--- config.mk ---
export PLATFORM = sky130hd
export DESIGN_NAME = frac_interval_timer
export DESIGN_NICKNAME = d
export VERILOG_FILES = /design/src/rtl/frt_pkg.sv /design/src/rtl/frt_rate_accum.sv /design/src/rtl/frt_count_core.sv /design/src/rtl/frt_irq_ctl.sv /design/src/rtl/frac_interval_timer.sv
export SDC_FILE = /design/constraint.sdc
export NUM_CORES = 1
export LEC_CHECK = 0
export ABC_AREA = 1
export BUFFER_PORTS_ARGS = -buffer_cell sky130_fd_sc_hd__buf_2
export CORE_ASPECT_RATIO = 1.5
export CORE_MARGIN = 2
export CORE_UTILIZATION = 45
export DETAILED_ROUTE_END_ITERATION = 10
export PLACE_DENSITY_LB_ADDON = 0.3
export SYNTH_ARGS = -nofsm -noshare
export SYNTH_HDL_FRONTEND = slang
export SYNTH_HIERARCHICAL = 1
export SYNTH_SLANG_ARGS = --single-unit
--- constraint.sdc ---
create_clock -name clk -period 26.8 [get_ports clk]
set_input_delay 5.36 -clock clk [delete_from_list [all_inputs] [get_ports clk]]
set_output_delay 5.36 -clock clk [all_outputs]
set_load 0.03 [all_outputs]
--- src/rtl/frt_pkg.sv ---
package frt_pkg;

  localparam int ADDR_W = 16;

  // Register byte offsets
  localparam logic [ADDR_W-1:0] OFS_STAT = 16'h9100;
  localparam logic [ADDR_W-1:0] OFS_IEN  = 16'h9140;
  localparam logic [ADDR_W-1:0] OFS_NUM  = 16'h9200;
  localparam logic [ADDR_W-1:0] OFS_DEN  = 16'h9210;
  localparam logic [ADDR_W-1:0] OFS_HI   = 16'h9400;
  localparam logic [ADDR_W-1:0] OFS_LO   = 16'h9410;
  localparam logic [ADDR_W-1:0] OFS_ALM  = 16'h9420;

  typedef enum logic [2:0] {
    SEL_NONE, SEL_STAT, SEL_IEN, SEL_NUM, SEL_DEN, SEL_HI, SEL_LO, SEL_ALM
  } reg_sel_e;

  function automatic reg_sel_e decode_addr(input logic [ADDR_W-1:0] a);
    case (a)
      OFS_STAT: decode_addr = SEL_STAT;
      OFS_IEN:  decode_addr = SEL_IEN;
      OFS_NUM:  decode_addr = SEL_NUM;
      OFS_DEN:  decode_addr = SEL_DEN;
      OFS_HI:   decode_addr = SEL_HI;
      OFS_LO:   decode_addr = SEL_LO;
      OFS_ALM:  decode_addr = SEL_ALM;
      default:  decode_addr = SEL_NONE;
    endcase
  endfunction

endpackage

--- src/rtl/frt_rate_accum.sv ---
module frt_rate_accum #(
  parameter int RATE_W = 16
) (
  input  logic              clk,
  input  logic              rst,
  input  logic [RATE_W-1:0] num,
  input  logic [RATE_W-1:0] den,
  input  logic              clr,
  output logic [RATE_W:0]   step
);

  localparam int SUM_W = RATE_W + 1;

  logic [RATE_W-1:0] acc_q;
  logic [RATE_W-1:0] rem;
  logic [SUM_W-1:0]  sum;
  logic [SUM_W-1:0]  den_x;

  assign sum   = {1'b0, acc_q} + {1'b0, num};
  assign den_x = {1'b0, den};

  // Whole units available this clock, and what is left over
  always_comb begin
    if (den == '0) begin
      step = '0;
      rem  = acc_q;
    end else begin
      step = sum / den_x;
      rem  = RATE_W'(sum % den_x);
    end
  end

  always_ff @(posedge clk) begin
    if (rst)      acc_q <= '0;
    else if (clr) acc_q <= '0;
    else          acc_q <= rem;
  end

  // leftover stays below the divisor used
  a_r2_rem_below_den: assert property (@(posedge clk) disable iff (rst)
    (den != '0 && !clr) |=> (acc_q < $past(den)));

  // a denominator write empties the remainder
  a_r4_clr_empties: assert property (@(posedge clk) disable iff (rst)
    clr |=> (acc_q == '0));

endmodule

--- src/rtl/frt_count_core.sv ---
module frt_count_core #(
  parameter int LO_W   = 29,
  parameter int HI_W   = 27,
  parameter int STEP_W = 17
) (
  input  logic              clk,
  input  logic              rst,
  input  logic [STEP_W-1:0] step,
  input  logic              lo_we,
  input  logic              hi_we,
  input  logic [LO_W-1:0]   lo_wdata,
  input  logic [HI_W-1:0]   hi_wdata,
  input  logic [LO_W-1:0]   alarm,
  output logic [LO_W-1:0]   lo_q,
  output logic [HI_W-1:0]   hi_q,
  output logic              match
);

  logic [LO_W:0] lo_sum;
  logic          carry;

  assign match  = (lo_q == alarm);
  assign lo_sum = {1'b0, lo_q} + (LO_W+1)'(step);
  assign carry  = !lo_we && !match && lo_sum[LO_W];

  always_ff @(posedge clk) begin
    if (rst)        lo_q <= '0;
    else if (lo_we) lo_q <= lo_wdata;
    else if (match) lo_q <= '0;
    else            lo_q <= lo_sum[LO_W-1:0];
  end

  always_ff @(posedge clk) begin
    if (rst)        hi_q <= '0;
    else if (hi_we) hi_q <= hi_wdata;
    else if (carry) hi_q <= hi_q + HI_W'(1);
  end

  // a match reloads the low word with zero
  a_r6_match_zeroes_lo: assert property (@(posedge clk) disable iff (rst)
    (match && !lo_we) |=> (lo_q == '0));

  // the high word holds across an alarm reload
  a_r7_hi_hold_on_match: assert property (@(posedge clk) disable iff (rst)
    (match && !hi_we) |=> $stable(hi_q));

  // without a write the high word moves by at most one
  a_r5_hi_single_step: assert property (@(posedge clk) disable iff (rst)
    !hi_we |=> (hi_q == $past(hi_q) || hi_q == $past(hi_q) + HI_W'(1)));

  // a written value lands on the write edge
  a_r11_lo_write_lands: assert property (@(posedge clk) disable iff (rst)
    lo_we |=> (lo_q == $past(lo_wdata)));

endmodule

--- src/rtl/frt_irq_ctl.sv ---
module frt_irq_ctl (
  input  logic clk,
  input  logic rst,
  input  logic set,
  input  logic stat_we,
  input  logic stat_bit,
  input  logic en_we,
  input  logic en_bit,
  output logic stat_q,
  output logic en_q,
  output logic irq
);

  logic stat_n;
  logic en_n;

  always_comb begin
    if (set)                      stat_n = 1'b1;
    else if (stat_we && stat_bit) stat_n = 1'b0;
    else                          stat_n = stat_q;
    en_n = en_we ? en_bit : en_q;
  end

  always_ff @(posedge clk) begin
    if (rst) begin
      stat_q <= 1'b0;
      en_q   <= 1'b0;
      irq    <= 1'b0;
    end else begin
      stat_q <= stat_n;
      en_q   <= en_n;
      irq    <= stat_n & en_n;
    end
  end

  // a match beats a same-edge clear
  a_r8_set_wins: assert property (@(posedge clk) disable iff (rst)
    set |=> stat_q);

  // write-one clears when no match competes
  a_r8_w1c: assert property (@(posedge clk) disable iff (rst)
    (stat_we && stat_bit && !set) |=> !stat_q);

  // output tracks gated status
  a_r9_irq_gated: assert property (@(posedge clk) disable iff (rst)
    irq == (stat_q && en_q));

endmodule

--- src/rtl/frac_interval_timer.sv ---
module frac_interval_timer #(
  parameter int DATA_W = 32,
  parameter int RATE_W = 16,
  parameter int LO_W   = 29,
  parameter int HI_W   = 27
) (
  input  logic                      clk,
  input  logic                      rst,
  input  logic                      bus_wr,
  input  logic                      bus_rd,
  input  logic [frt_pkg::ADDR_W-1:0] bus_addr,
  input  logic [DATA_W-1:0]         bus_wdata,
  output logic [DATA_W-1:0]         bus_rdata,
  output logic                      irq
);
  import frt_pkg::*;

  localparam int HI_LSB = DATA_W - HI_W;
  localparam int STEP_W = RATE_W + 1;

  reg_sel_e          sel;
  logic [RATE_W-1:0] num_q, den_q;
  logic [LO_W-1:0]   alm_q;
  logic [STEP_W-1:0] step;
  logic [LO_W-1:0]   lo_q;
  logic [HI_W-1:0]   hi_q;
  logic              match;
  logic              stat_q, en_q;
  logic              we_num, we_den, we_alm, we_hi, we_lo, we_stat, we_ien;
  logic [DATA_W-1:0] rd_mux;

  assign sel     = decode_addr(bus_addr);
  assign we_stat = bus_wr && (sel == SEL_STAT);
  assign we_ien  = bus_wr && (sel == SEL_IEN);
  assign we_num  = bus_wr && (sel == SEL_NUM);
  assign we_den  = bus_wr && (sel == SEL_DEN);
  assign we_hi   = bus_wr && (sel == SEL_HI);
  assign we_lo   = bus_wr && (sel == SEL_LO);
  assign we_alm  = bus_wr && (sel == SEL_ALM);

  always_ff @(posedge clk) begin
    if (rst) begin
      num_q <= '0;
      den_q <= '0;
      alm_q <= '1;
    end else begin
      if (we_num) num_q <= bus_wdata[RATE_W-1:0];
      if (we_den) den_q <= bus_wdata[RATE_W-1:0];
      if (we_alm) alm_q <= bus_wdata[LO_W-1:0];
    end
  end

  frt_rate_accum #(.RATE_W(RATE_W)) u_accum (
    .clk  (clk),
    .rst  (rst),
    .num  (num_q),
    .den  (den_q),
    .clr  (we_den),
    .step (step)
  );

  frt_count_core #(.LO_W(LO_W), .HI_W(HI_W), .STEP_W(STEP_W)) u_count (
    .clk      (clk),
    .rst      (rst),
    .step     (step),
    .lo_we    (we_lo),
    .hi_we    (we_hi),
    .lo_wdata (bus_wdata[LO_W-1:0]),
    .hi_wdata (bus_wdata[DATA_W-1:HI_LSB]),
    .alarm    (alm_q),
    .lo_q     (lo_q),
    .hi_q     (hi_q),
    .match    (match)
  );

  frt_irq_ctl u_irq (
    .clk      (clk),
    .rst      (rst),
    .set      (match),
    .stat_we  (we_stat),
    .stat_bit (bus_wdata[0]),
    .en_we    (we_ien),
    .en_bit   (bus_wdata[0]),
    .stat_q   (stat_q),
    .en_q     (en_q),
    .irq      (irq)
  );

  always_comb begin
    case (sel)
      SEL_STAT: rd_mux = DATA_W'(stat_q);
      SEL_IEN:  rd_mux = DATA_W'(en_q);
      SEL_NUM:  rd_mux = DATA_W'(num_q);
      SEL_DEN:  rd_mux = DATA_W'(den_q);
      SEL_HI:   rd_mux = {hi_q, {HI_LSB{1'b0}}};
      SEL_LO:   rd_mux = DATA_W'(lo_q);
      SEL_ALM:  rd_mux = DATA_W'(alm_q);
      default:  rd_mux = '0;
    endcase
  end

  always_ff @(posedge clk) begin
    if (rst)         bus_rdata <= '0;
    else if (bus_rd) bus_rdata <= rd_mux;
  end

  // a zero divisor freezes the low word
  a_r3_den_zero_hold: assert property (@(posedge clk) disable iff (rst)
    (den_q == '0 && !we_lo && !match) |=> (lo_q == $past(lo_q)));

  // unmapped reads return zero
  a_r10_unmapped_zero: assert property (@(posedge clk) disable iff (rst)
    (bus_rd && sel == SEL_NONE) |=> (bus_rdata == '0));

endmodule

==> flow_summary.json, run 1 <==
{
  "run_status": "finished with violations",
  "violations": "setup timing",
  "fill_cells": 3419,
  "period_needed_ns": 30.30,
  "place_congestion": 0.981,
  "cp_data_arrival_time_ns": 30.64,
  "cp_common_cell": "nand2_2",
  "end_kind": "flop",
  "drive_gt1_frac": 0.361,
  "core_area_mm2": 0.0436,
  "grt_pass1_wl_um": 128000,
  "grt_start_max_net_pins": 61,
  "synth_warnings": 6,
  "remaining_drc_errors": 0,
  "rsz0062_at_grt": "yes",
  "synthArstFlopShare": 0,
  "slowest_delay_ns": 0.50,
  "routed_via_density": 5.72,
  "clockBufferDepth": 2,
  "area_delta_synth_final_pct": 50.6,
  "maxCapViolCount": 0,
  "path_class": "reg2reg",
  "dieWidth_um": 175,
  "worst-path-buf-inv": 47,
  "ant_nets": 0,
  "cts_buffers": 17,
  "synth_cell_types": 61,
  "netlist_area_mm2": 0.0198,
  "synth_nets": 3620,
  "synth_edf_count": 0,
  "critPathSlowestCell": "nor2_1",
  "dieHeight_um": 261,
  "place_hpwl_um": 59000,
  "path_clk_slew_ns": 0.07,
  "io_buffers": 84,
  "busiest_layer": "met2",
  "antenna_found_initial": 3,
  "setup_slack_ns": -3.50,
  "met2_usage": 0.651,
  "tightest_slew_ns": 1.17,
  "maxSlewViolCount": 0,
  "dr.pass1.iters": 7,
  "cts.sinks": 168,
  "std_cell_rows": 94,
  "cts.hold.buffers_added": 0,
  "htree_levels": 4,
  "grt_pass1_vias": 25569,
  "fin_skew_ns": 0.0164,
  "drtIter0Drc": 2441,
  "synth_flop_cell": "dfxtp_1",
  "cts_root_buf": "clkbuf_16",
  "hp-class": "reg2reg",
  "wl_per_cell_um": 19.8,
  "syn-instance-count": 3377,
  "grt_use_met3": 0.0564,
  "wl_um": 94900,
  "final-setup-viol-count": 72,
  "syn_area_per_cell_um2": 5.86,
  "cp_max_fo": 7,
  "initial_utilization": 0.454,
  "ys_seq_elements": 168,
  "vias": 27335,
  "max_slew_margin": 0.219,
  "cp.required_ns": 27.15,
  "clk_latency_ns": 0.46,
  "crit_family": "compound AO/OA/AOI/OAI gates",
  "die_area_mm2": 0.0457,
  "fin_nets": 4434,
  "grt_util_met1": 0.328,
  "track_usage": 0.356,
  "ys_seq_area_frac": 0.170,
  "startpoint_type": "flop",
  "fmax_mhz": 33.0,
  "globalRouteOverflowTotal": 0,
  "hold_viol": 0,
  "whs_ns": 0.466,
  "cts_tree": "done",
  "top_level_ports": 85,
  "period_share": 1.13
}
## worst paths after layout
| path | from | to | slack (ns) | cells after the start |
|---|---|---|---|---|
| hold / removal | bus_rdata[3] | bus_rdata[3] | 0.47 | 2 |
| hold reg to reg | bus_rdata[3] | bus_rdata[3] | 0.47 | 2 |
| setup / recovery | num_q[0] | u_count/hi_q[20] | -3.50 | 228 |
| setup reg to reg | num_q[0] | u_count/hi_q[20] | -3.50 | 228 |
## placed cells by master (no fill, tap or decap), types with 22 or more instances in the layout
cell	n
xor2_1	91
nand4_1	36
xnor2_1	37
ha_1	132
ha_4	56
buf_2	83
o21ai_2	22
nand2_1	991
dfxtp_1	162
nor2_1	232
buf_6	22
inv_2	52
nor2_2	25
or2_2	26
nor3_1	28
nand3_1	271
buf_4	773
nand2_4	36
a21oi_1	163
a21oi_2	62
o21ai_0	64
inv_1	387
nand2_2	129
nand3_2	70
## stage by stage
| stage | setup WS (ns) | instances | instance area (um^2) | setup TNS, ns | util |
|---|---|---|---|---|---|
| 6_report | -3.50 | 4782 | 29800 | -233.80 | 0.683 |
| 3_3_place_gp | -0.691 | 4467 | 25100 | -30.58 | 0.576 |
| 5_1_grt | -4.80 | 4781 | 29800 | -325.28 | 0.683 |
| 3_5_place_dp | -1.41 | 4467 | 25100 | -80.09 | 0.576 |
| 4_1_cts | -0.180 | 4718 | 28100 | -4.86 | 0.644 |
| 2_1_floorplan | -0.493 | 3377 | 20500 | -17.17 | - |
## per-layer routing
layer / wire [um] / up-vias / part of all wire
met3: 7100 / 823 / 0.075
met4: 12100 / 4 / 0.13
met5: 22 / - / 0.00023
met2: 45300 / 1759 / 0.48
li1: - / 12462 / -
met1: 30400 / 12287 / 0.32
## cells in the mapped netlist (all sizes together) (29+ instances only)
cell	count	area (um^2)
nand3	352	1830
ha	188	2350
xor2	92	806
inv	449	1690
nor3	44	243
nand2	1157	4470
nand4	36	225
o21ai	115	587
xnor2	38	333
or2	29	181
dfxtp	168	3360
clkbuf	40	150
buf	58	409
a21oi	237	1250
nor2	271	1130
## cells by family (layout without fill, tap and decap cells)
| group | count (synthesis) | after routing | share of synthesized area |
|---|---|---|---|
| AO/OA/AOI/OAI | 414 | 414 | 0.117 |
| XOR/XNOR | 130 | 130 | 0.0575 |
| adder cells (fa/ha/maj) | 191 | 191 | 0.122 |
| buffers and inverters | 552 | 1378 | 0.115 |
| flip-flops | 168 | 168 | 0.170 |
| multiplexers | 1 | 1 | 0.000506 |
| other | 0 | 2 | 0 |
| AND/OR/NAND/NOR | 1921 | 1922 | 0.418 |
## sequential cells by signal, indices dropped and copies added (netlist names), 16 cells and up
register       cells
u_count/hi_q      27
bus_rdata         32
u_count/lo_q      29
num_q             16
den_q             16
alm_q             29
u_accum/acc_q     16
## cell type report
| type | count | area [um^2] | area share |
|---|---|---|---|
| tap | 576 | 721 | 0.0242 |
| clock inverter | 14 | 141 | 0.00474 |
| antenna | 2 | 5.00 | 0.000168 |
| clock buffer | 18 | 429 | 0.0144 |
| timing repair buffer | 891 | 6750 | 0.226 |
| inverter | 454 | 1760 | 0.0589 |
| multi-input combinational | 2658 | 16600 | 0.558 |
| sequential | 168 | 3370 | 0.113 |
| timing repair inverter | 1 | 7.51 | 0.000252 |
## worst reg2reg max path, delay by kind of cell (launching register included)
family          cells  cell delay [ns]
flops               1             0.34
xor+xnor            2             0.30
compound gates     60             9.91
simple gates       99             9.46
buf+inv            47             4.58
fa+ha+maj          20             5.56
## what timing repair did
item                       4_1_cts  5_1_grt
gates resized for setup        176      280
setup endpoints to repair       72       72
gates cloned                     6        2
pin swaps                      122      235
setup buffers                  213       66
Power of run 1 is left out: the tool's default activity adds up to more than one toggle a clock period on the data nets, which glitch-free logic cannot reach.
==> run 2: changes to the inputs <==
CORE_UTILIZATION = 55   (was 45)
==> flow_summary.json, run 2 (synthesis gave the netlist of run 1 again) <==
{
  "worstRegToRegCells": 230,
  "cts.sinks": 168,
  "drive_gt1_frac": 0.343,
  "fin_nets": 4383,
  "htree_levels": 4,
  "clk_latency_ns": 0.46,
  "multiInputGateArea_mm2": 0.0163,
  "hp-class": "reg2reg",
  "fmax_mhz": 33.8,
  "maxCapViolCount": 0,
  "track_usage": 0.436,
  "cp_max_fo": 15,
  "initial_utilization": 0.554,
  "violations": "DRC, setup timing",
  "grt_pass1_vias": 26406,
  "rsz0062_at_grt": "yes",
  "antenna_found_initial": 9,
  "tightest_slew_ns": 1.18,
  "cts_buffers": 17,
  "maxSlewViolCount": 0,
  "routed_via_density": 5.89,
  "dr.pass1.iters": 11,
  "max_slew_margin": 0.216,
  "period_share": 1.10,
  "critPathSlowestCell": "nand3_1",
  "dieWidth_um": 159,
  "globalRouteOverflowTotal": 0,
  "top_regs": "bus_rdata x32, alm_q x29, u_count/lo_q x29",
  "run_status": "finished with violations",
  "holdPathStages": 2,
  "hold_start": "bus_rdata[17]",
  "layout_common_cells": "nand2_1 (997), buf_4 (730), inv_1 (389), nand3_1 (284), nor2_1 (239)",
  "place_congestion": 1.04,
  "regArea_mm2": 0.00337,
  "wl_um": 94000,
  "layout_commonest_cell": "nand2_1",
  "vias": 27303,
  "grt_pass1_wl_um": 131000,
  "startpoint_type": "flop",
  "largest_register": "bus_rdata",
  "setup_slack_ns": -2.79,
  "clockBufferDepth": 2,
  "drtIter0Drc": 2685,
  "cts.hold.buffers_added": 0,
  "slowest_delay_ns": 0.44,
  "path_clk_slew_ns": 0.07,
  "cts_tree": "done",
  "cts_root_buf": "clkbuf_16",
  "period_needed_ns": 29.59,
  "hold_viol": 0,
  "area_delta_synth_final_pct": 46.3,
  "core_area_mm2": 0.0357,
  "remaining_drc_errors": 1,
  "cp.required_ns": 27.16,
  "largest_register_ffs": 32,
  "dieHeight_um": 236,
  "fin_skew_ns": 0.0111,
  "preCtsSetupSlack_ns": -1.68,
  "path_class": "reg2reg",
  "fill_cells": 2463,
  "cp_common_cell": "nand2_2",
  "cp_data_arrival_time_ns": 29.95,
  "place_hpwl_um": 60200,
  "top_level_ports": 85,
  "die_area_mm2": 0.0376,
  "cp-startpoint": "u_accum/acc_q[0]",
  "regToRegStartpoint": "u_accum/acc_q[0]",
  "io_buffers": 84,
  "grt_start_max_net_pins": 54,
  "end_kind": "flop",
  "wl_per_cell_um": 20.3,
  "ant_nets": 0,
  "final-setup-viol-count": 72,
  "std_cell_rows": 85
}
run 2: changes by cell type in the layout (fill, tap and decap cells not counted), moves of 3 or more:
cell,previous run,this run
nor2_2,25,18
a21oi_1,163,166
nand2_4,36,33
nand2_1,991,997
dfxtp_1,162,165
buf_6,22,14
nand3_1,271,284
nand3_2,70,59
ha_4,56,47
ha_1,132,140
nor2_1,232,239
dfxtp_2,6,3
buf_4,773,730
run 2: repair_timing:
| action | 4_1_cts | 5_1_grt |
|---|---|---|
| endpoints found under the setup margin | 72 | 72 |
| resized for setup | 160 | 229 |
| pin swaps | 95 | 217 |
| buffers inserted | 167 | 67 |
| gates cloned | 9 | 0 |
run 2: through the flow:
step                      area, um^2  utilization  cells  setup TNS (ns)  hold slack [ns]
after global routing           29000        0.810   4633         -288.90            0.478
after global placement         24900        0.696   4359          -19.50            0.455
after CTS                      27600        0.772   4567          -16.87            0.470
after detailed placement       24900        0.696   4359          -99.04            0.459
after floorplan                20500            -   3377          -17.17            0.457
final                          29000        0.810   4633         -176.89            0.470
run 2: cell type report:
class,instances,share of cell area
Timing Repair inverter,1,0.000216
Antenna cell,2,0.000173
Inverter,454,0.0601
Clock inverter,14,0.00570
Sequential cell,168,0.116
Clock buffer,18,0.0148
Tap cell,478,0.0207
Multi-Input combinational cell,2659,0.564
Timing Repair Buffer,839,0.218
run 2: metal layers:
layer	GRT usage	part of all wire
met1	0.382	0.30
met2	0.789	0.47
met3	0.0886	0.088
met5	0	0.0020
met4	0.477	0.13
run 2: worst paths after layout:
kind | to | slack (ns)
setup / recovery | u_count/hi_q[3] | -2.79
hold / removal | bus_rdata[17] | 0.47
setup reg to reg | u_count/hi_q[3] | -2.79
hold reg to reg | bus_rdata[17] | 0.47
run 2: worst max-delay path, delay by kind of cell (launching register included):
family	cells	cell delay (ns)
xor gates and xnor gates	1	0.15
adders and majority gates	20	5.48
DFF	1	0.34
buffers and inverters	46	4.44
and+or+nand+nor	117	11.78
AOI/OAI and AO/OA	46	7.13
Power of run 2 is left out for the same reason.
